$ cat config.mk
export PLATFORM = sky130hd
export DESIGN_NAME = sat_boot_seq
export DESIGN_NICKNAME = d
export VERILOG_FILES = /design/src/rtl/sbs_pkg.sv /design/src/rtl/sbs_load_fsm.sv /design/src/rtl/sbs_ctrl_regs.sv /design/src/rtl/sbs_pin_map.sv /design/src/rtl/sat_boot_seq.sv
export SDC_FILE = /design/constraint.sdc
export NUM_CORES = 1
export LEC_CHECK = 0
export CAP_MARGIN = 20
export CORE_AREA = 2 2 39 41
export DETAILED_ROUTE_END_ITERATION = 16
export DIE_AREA = 0 0 41 43
export DONT_BUFFER_PORTS = 1
export PLACE_DENSITY_LB_ADDON = 0.3
export SYNTH_ARGS = -nofsm -noshare
export SYNTH_HDL_FRONTEND = slang
export SYNTH_SLANG_ARGS = --single-unit
$ cat constraint.sdc
create_clock -name clk -period 3.13 [get_ports clk]
set_clock_uncertainty 0.05 [all_clocks]
set_input_delay 0.626 -clock clk [delete_from_list [all_inputs] [get_ports clk]]
set_output_delay 0.626 -clock clk [all_outputs]
set_load 0.01 [all_outputs]
$ cat src/rtl/sbs_pkg.sv
package sbs_pkg;
  typedef enum logic [1:0] {LD_IDLE, LD_KICK, LD_BUSY, LD_FAIL} ld_state_e;

  localparam logic ADDR_CTL  = 1'b0;
  localparam logic ADDR_MGMT = 1'b1;

  localparam int unsigned CTL_BUSY = 0;
  localparam int unsigned CTL_HOLD = 1;
  localparam int unsigned CTL_ERR  = 2;
  localparam int unsigned MG_WRST  = 0;
  localparam int unsigned MG_NMI   = 1;

  function automatic logic must_retry(input logic req, input logic busy);
    return req & busy;
  endfunction

  function automatic logic [2:0] pack_ctl(input logic busy, input logic hold, input logic err);
    logic [2:0] v;
    v = '0;
    v[CTL_BUSY] = busy;
    v[CTL_HOLD] = hold;
    v[CTL_ERR]  = err;
    return v;
  endfunction
endpackage

$ cat src/rtl/sbs_load_fsm.sv
module sbs_load_fsm
  import sbs_pkg::*;
(
  input  logic clk,
  input  logic rst_n,
  input  logic strap_suspend,
  input  logic ee_done,
  input  logic ee_err,
  output logic ee_start,
  output logic load_ok,
  output logic load_fail
);
  ld_state_e st_q, st_d;

  always_comb begin
    st_d = st_q;
    case (st_q)
      LD_KICK: st_d = LD_BUSY;
      LD_BUSY: if (ee_done) st_d = ee_err ? LD_FAIL : LD_IDLE;
      LD_FAIL: st_d = LD_FAIL;
      default: st_d = LD_IDLE;
    endcase
  end

  always_ff @(posedge clk) begin
    if (!rst_n) st_q <= strap_suspend ? LD_KICK : LD_IDLE;
    else        st_q <= st_d;
  end

  assign ee_start  = (st_q == LD_KICK) && rst_n;
  assign load_ok   = (st_q == LD_BUSY) && ee_done && !ee_err;
  assign load_fail = (st_q == LD_BUSY) && ee_done && ee_err;
endmodule

$ cat src/rtl/sbs_ctrl_regs.sv
module sbs_ctrl_regs
  import sbs_pkg::*;
#(
  parameter int unsigned DW = 8
) (
  input  logic          clk,
  input  logic          rst_n,
  input  logic          strap_suspend,
  input  logic          cfg_wr,
  input  logic          cfg_addr,
  input  logic [DW-1:0] cfg_wdata,
  input  logic          load_ok,
  input  logic          load_fail,
  output logic [DW-1:0] cfg_rdata,
  output logic          busy,
  output logic          hold,
  output logic          load_err,
  output logic          warm_rst,
  output logic          nmi_req
);
  localparam int unsigned PAD = DW - 3;

  logic busy_q, hold_q, err_q, wrst_q, nmi_q;
  logic wr_ctl, wr_mgmt;
  logic unused_wdata;

  assign wr_ctl       = cfg_wr && (cfg_addr == ADDR_CTL);
  assign wr_mgmt      = cfg_wr && (cfg_addr == ADDR_MGMT);
  assign unused_wdata = ^cfg_wdata[DW-1:2];

  always_ff @(posedge clk) begin
    if (!rst_n) begin
      busy_q <= 1'b1;
      hold_q <= strap_suspend;
      err_q  <= 1'b0;
      wrst_q <= 1'b0;
      nmi_q  <= 1'b0;
    end else begin
      wrst_q <= wr_mgmt && cfg_wdata[MG_WRST];
      nmi_q  <= wr_mgmt && cfg_wdata[MG_NMI];
      if (wr_ctl) begin
        busy_q <= cfg_wdata[CTL_BUSY];
        hold_q <= cfg_wdata[CTL_HOLD];
      end
      if (load_ok)   busy_q <= 1'b0;
      if (load_fail) err_q  <= 1'b1;
    end
  end

  assign cfg_rdata = (cfg_addr == ADDR_CTL) ? {{PAD{1'b0}}, pack_ctl(busy_q, hold_q, err_q)}
                                            : '0;
  assign busy      = busy_q;
  assign hold      = hold_q;
  assign load_err  = err_q;
  assign warm_rst  = wrst_q;
  assign nmi_req   = nmi_q;
endmodule

$ cat src/rtl/sbs_pin_map.sv
module sbs_pin_map #(
  parameter int unsigned N_UNUSED = 4
) (
  input  logic                rst_n,
  input  logic                arb_req,
  input  logic                req1_pin,
  output logic                req0_o,
  output logic                req0_oe,
  output logic                idsel,
  output logic [N_UNUSED-1:0] req_hi
);
  assign req0_oe = rst_n;
  assign req0_o  = ~arb_req;
  assign idsel   = req1_pin;

  for (genvar i = 0; i < N_UNUSED; i++) begin : g_hi
    assign req_hi[i] = 1'b1;
  end
endmodule

$ cat src/rtl/sat_boot_seq.sv
module sat_boot_seq
  import sbs_pkg::*;
#(
  parameter int unsigned DW       = 8,
  parameter int unsigned AW       = 32,
  parameter logic [AW-1:0] BOOT_VEC = 32'h1FC0_0000,
  parameter int unsigned N_UNUSED = 4
) (
  input  logic                clk,
  input  logic                rst_n,
  input  logic                strap_suspend,
  input  logic                cfg_wr,
  input  logic                cfg_addr,
  input  logic [DW-1:0]       cfg_wdata,
  output logic [DW-1:0]       cfg_rdata,
  output logic                ee_start,
  input  logic                ee_done,
  input  logic                ee_err,
  input  logic                tgt_req,
  output logic                tgt_retry,
  output logic                tgt_accept,
  output logic                cpu_run,
  output logic [AW-1:0]       cpu_boot_vec,
  input  logic                cpu_bus_req,
  output logic                pmb_req,
  output logic                warm_rst,
  output logic                nmi_req,
  input  logic                arb_req,
  output logic                req0_o,
  output logic                req0_oe,
  input  logic                req1_pin,
  output logic                idsel,
  output logic [N_UNUSED-1:0] req_hi
);
  // named internal events, observed by the bound checker
  logic busy, hold, load_err, load_ok, load_fail;

  sbs_load_fsm u_load (
    .clk, .rst_n, .strap_suspend, .ee_done, .ee_err,
    .ee_start, .load_ok, .load_fail
  );

  sbs_ctrl_regs #(.DW(DW)) u_regs (
    .clk, .rst_n, .strap_suspend, .cfg_wr, .cfg_addr, .cfg_wdata,
    .load_ok, .load_fail, .cfg_rdata, .busy, .hold, .load_err,
    .warm_rst, .nmi_req
  );

  sbs_pin_map #(.N_UNUSED(N_UNUSED)) u_pins (
    .rst_n, .arb_req, .req1_pin, .req0_o, .req0_oe, .idsel, .req_hi
  );

  assign tgt_retry    = must_retry(tgt_req, busy);
  assign tgt_accept   = tgt_req && !busy;
  assign cpu_run      = !hold;
  assign pmb_req      = cpu_bus_req && !hold;
  assign cpu_boot_vec = BOOT_VEC;
endmodule

==> reports/results.ini <==
[outcome]
status=completed

[power]
leakagePower_nw=0.297
powerDensity_nw_per_um2=435
ir_drop_v=0.000215
p_total_mw=0.237

[detailed_routing]
viasPerCell=3.79
vias=368
wl_per_cell_um=8.43
totalWireLength_um=818
postRouteAntennaNets=0
dr.pass1.iters=4
drc=0
drt-initial-drc-count=2

[global_routing]
grt_max_degree=11
grt_pass1_wl_um=931
grt_pass1_vias=227
overflow=0
grtUsageTotal=0.0806
antenna_found_initial=0

[critical_path]
crit_path_start_kind=flip-flop
crit_buf_inv=0
cp.arrival_ns=1.02
critical_path_required_ns=2.45
cp_num_cells=1
crit_path_cell_trace=and3b_1
r2r_cells=2
critical_path.slowest_cell=edfxtp_1
path_class=flip-flop to primary output
critPathCaptureType=primary output
path_max_fanout=4
critPathTopFamily=flip-flops
max_stage_delay_ns=0.47

[run]
cap_violations=0

[place]
port_buffers=0
place_congestion=0.625
placed_cell_area_um2=519
dp_hpwl_um=670

[synth]
yosys_warnings=0
yosys.cell_types.count=22
synth.ff_latch_count=7
syn_inst=82
syn_area_per_cell_um2=8.38
netlist_area_um2=687
synth-seq-area-share=0.248

[die]
die_h_um=43
ios=73
dieArea_um2=1760
core_region_area_um2=1380
rows=14
die_w_um=41
start_util=0.496

[cells_and_area]
ff_latch_area_um2=170
final_cell_mix=conb_1 (41), nor2b_1 (5), nor2_1 (4), nand2_1 (4), dfxtp_1 (4)
antenna-diode-count=0
multi_input_area_um2=322
drive_gt1_frac=0.0617
syn_to_final_growth_pct=-20.6
final_area_um2=546
final_common_cell=conb_1
fillers=158
nNetsFinal=101
utilization=0.394

[clocking]
cts_resized=0
clk_pin_slew_ns=0.05
cts_setup_buffers=0
hold_buffers=0
cts_sinks=7
cts_tree=done
clkLatencyLatePin_ns=0.25
h-tree-depth=1
cts_buffer_depth=2
cts_buffers=3
cts_root_buf=clkbuf_4

[timing]
period_share=0.542
fmaxAchievable_ghz=0.589
whs_ns=0.407
setup-tns-final_ns=0
setup_violations=0
rsz0062_at_grt=false
min_period_ns=1.70
drv_slew=0
finalHoldViolCount=0

[min_path]
min_path_cells=1
hp-class=flip-flop to flip-flop

## worst paths after layout
kind / from / end / slack (ns)
worst max register to register: u_load.st_q[1] / u_load.st_q[1] / 1.97
worst min-delay path: u_regs.load_err / u_regs.load_err / 0.41
worst max-delay path: u_load.st_q[1] / ee_start / 1.43
worst min register to register: u_regs.load_err / u_regs.load_err / 0.41
## flip-flops by register name (all words and copies together), names as in the netlist
name and flops:
u_load.st_q 2, u_regs.busy 1, u_regs.hold 1, u_regs.load_err 1
u_regs.nmi_req 1, u_regs.warm_rst 1
## report_power, final
group,switching (mW),internal [mW]
clock network,0.0359,0.0488
logic,0.0340,0.00984
registers,0.00618,0.103
## metrics by stage
stage	instances	setup slack, ns
after global placement	93	1.61
after detailed placement	93	1.61
after CTS	97	1.44
after global routing	97	1.41
final	97	1.43
after floorplan	121	1.51
## cells in the mapped netlist (all sizes together)
cell    count  area share
nor2b       6       0.058
o21a        1       0.011
edfxtp      3        0.13
nor4b       1       0.013
and2        1      0.0091
conb        2       0.011
mux2i       1       0.015
or2b        1       0.011
dfxtp       4        0.12
nor2        4       0.022
o21ai       1      0.0073
or3         1      0.0091
buf        44        0.49
and4b       1       0.015
nand2b      1      0.0091
a21oi       2       0.015
nand2       5       0.038
inv         2       0.011
and3b       1       0.013
## routing by layer
metal / global-route usage / vias up / share of wire
met5: 0 / - / 0
met4: 0.0200 / 0 / 0
met3: 0.0681 / 0 / 0.22
met2: 0.106 / 41 / 0.46
met1: 0.0977 / 157 / 0.32
li1: - / 170 / -
## logic make-up (layout without fill, tap and decap cells)
kind of cell / count (synthesis) / count (layout) / share of synthesized area
AO/OA/AOI/OAI: 4 / 4 / 0.0328
flip-flops: 7 / 7 / 0.248
buffers and inverters: 46 / 6 / 0.497
other: 2 / 41 / 0.0109
AND/OR/NAND/NOR: 22 / 22 / 0.197
multiplexers: 1 / 1 / 0.0146
## cell type report
| type | count | share of cell area |
|---|---|---|
| inverter | 2 | 0.0138 |
| tap | 16 | 0.0367 |
| sequential | 7 | 0.312 |
| multi-input combinational | 68 | 0.589 |
| clock buffer | 4 | 0.0482 |
Note: power is estimated with default switching activity, not from simulation.
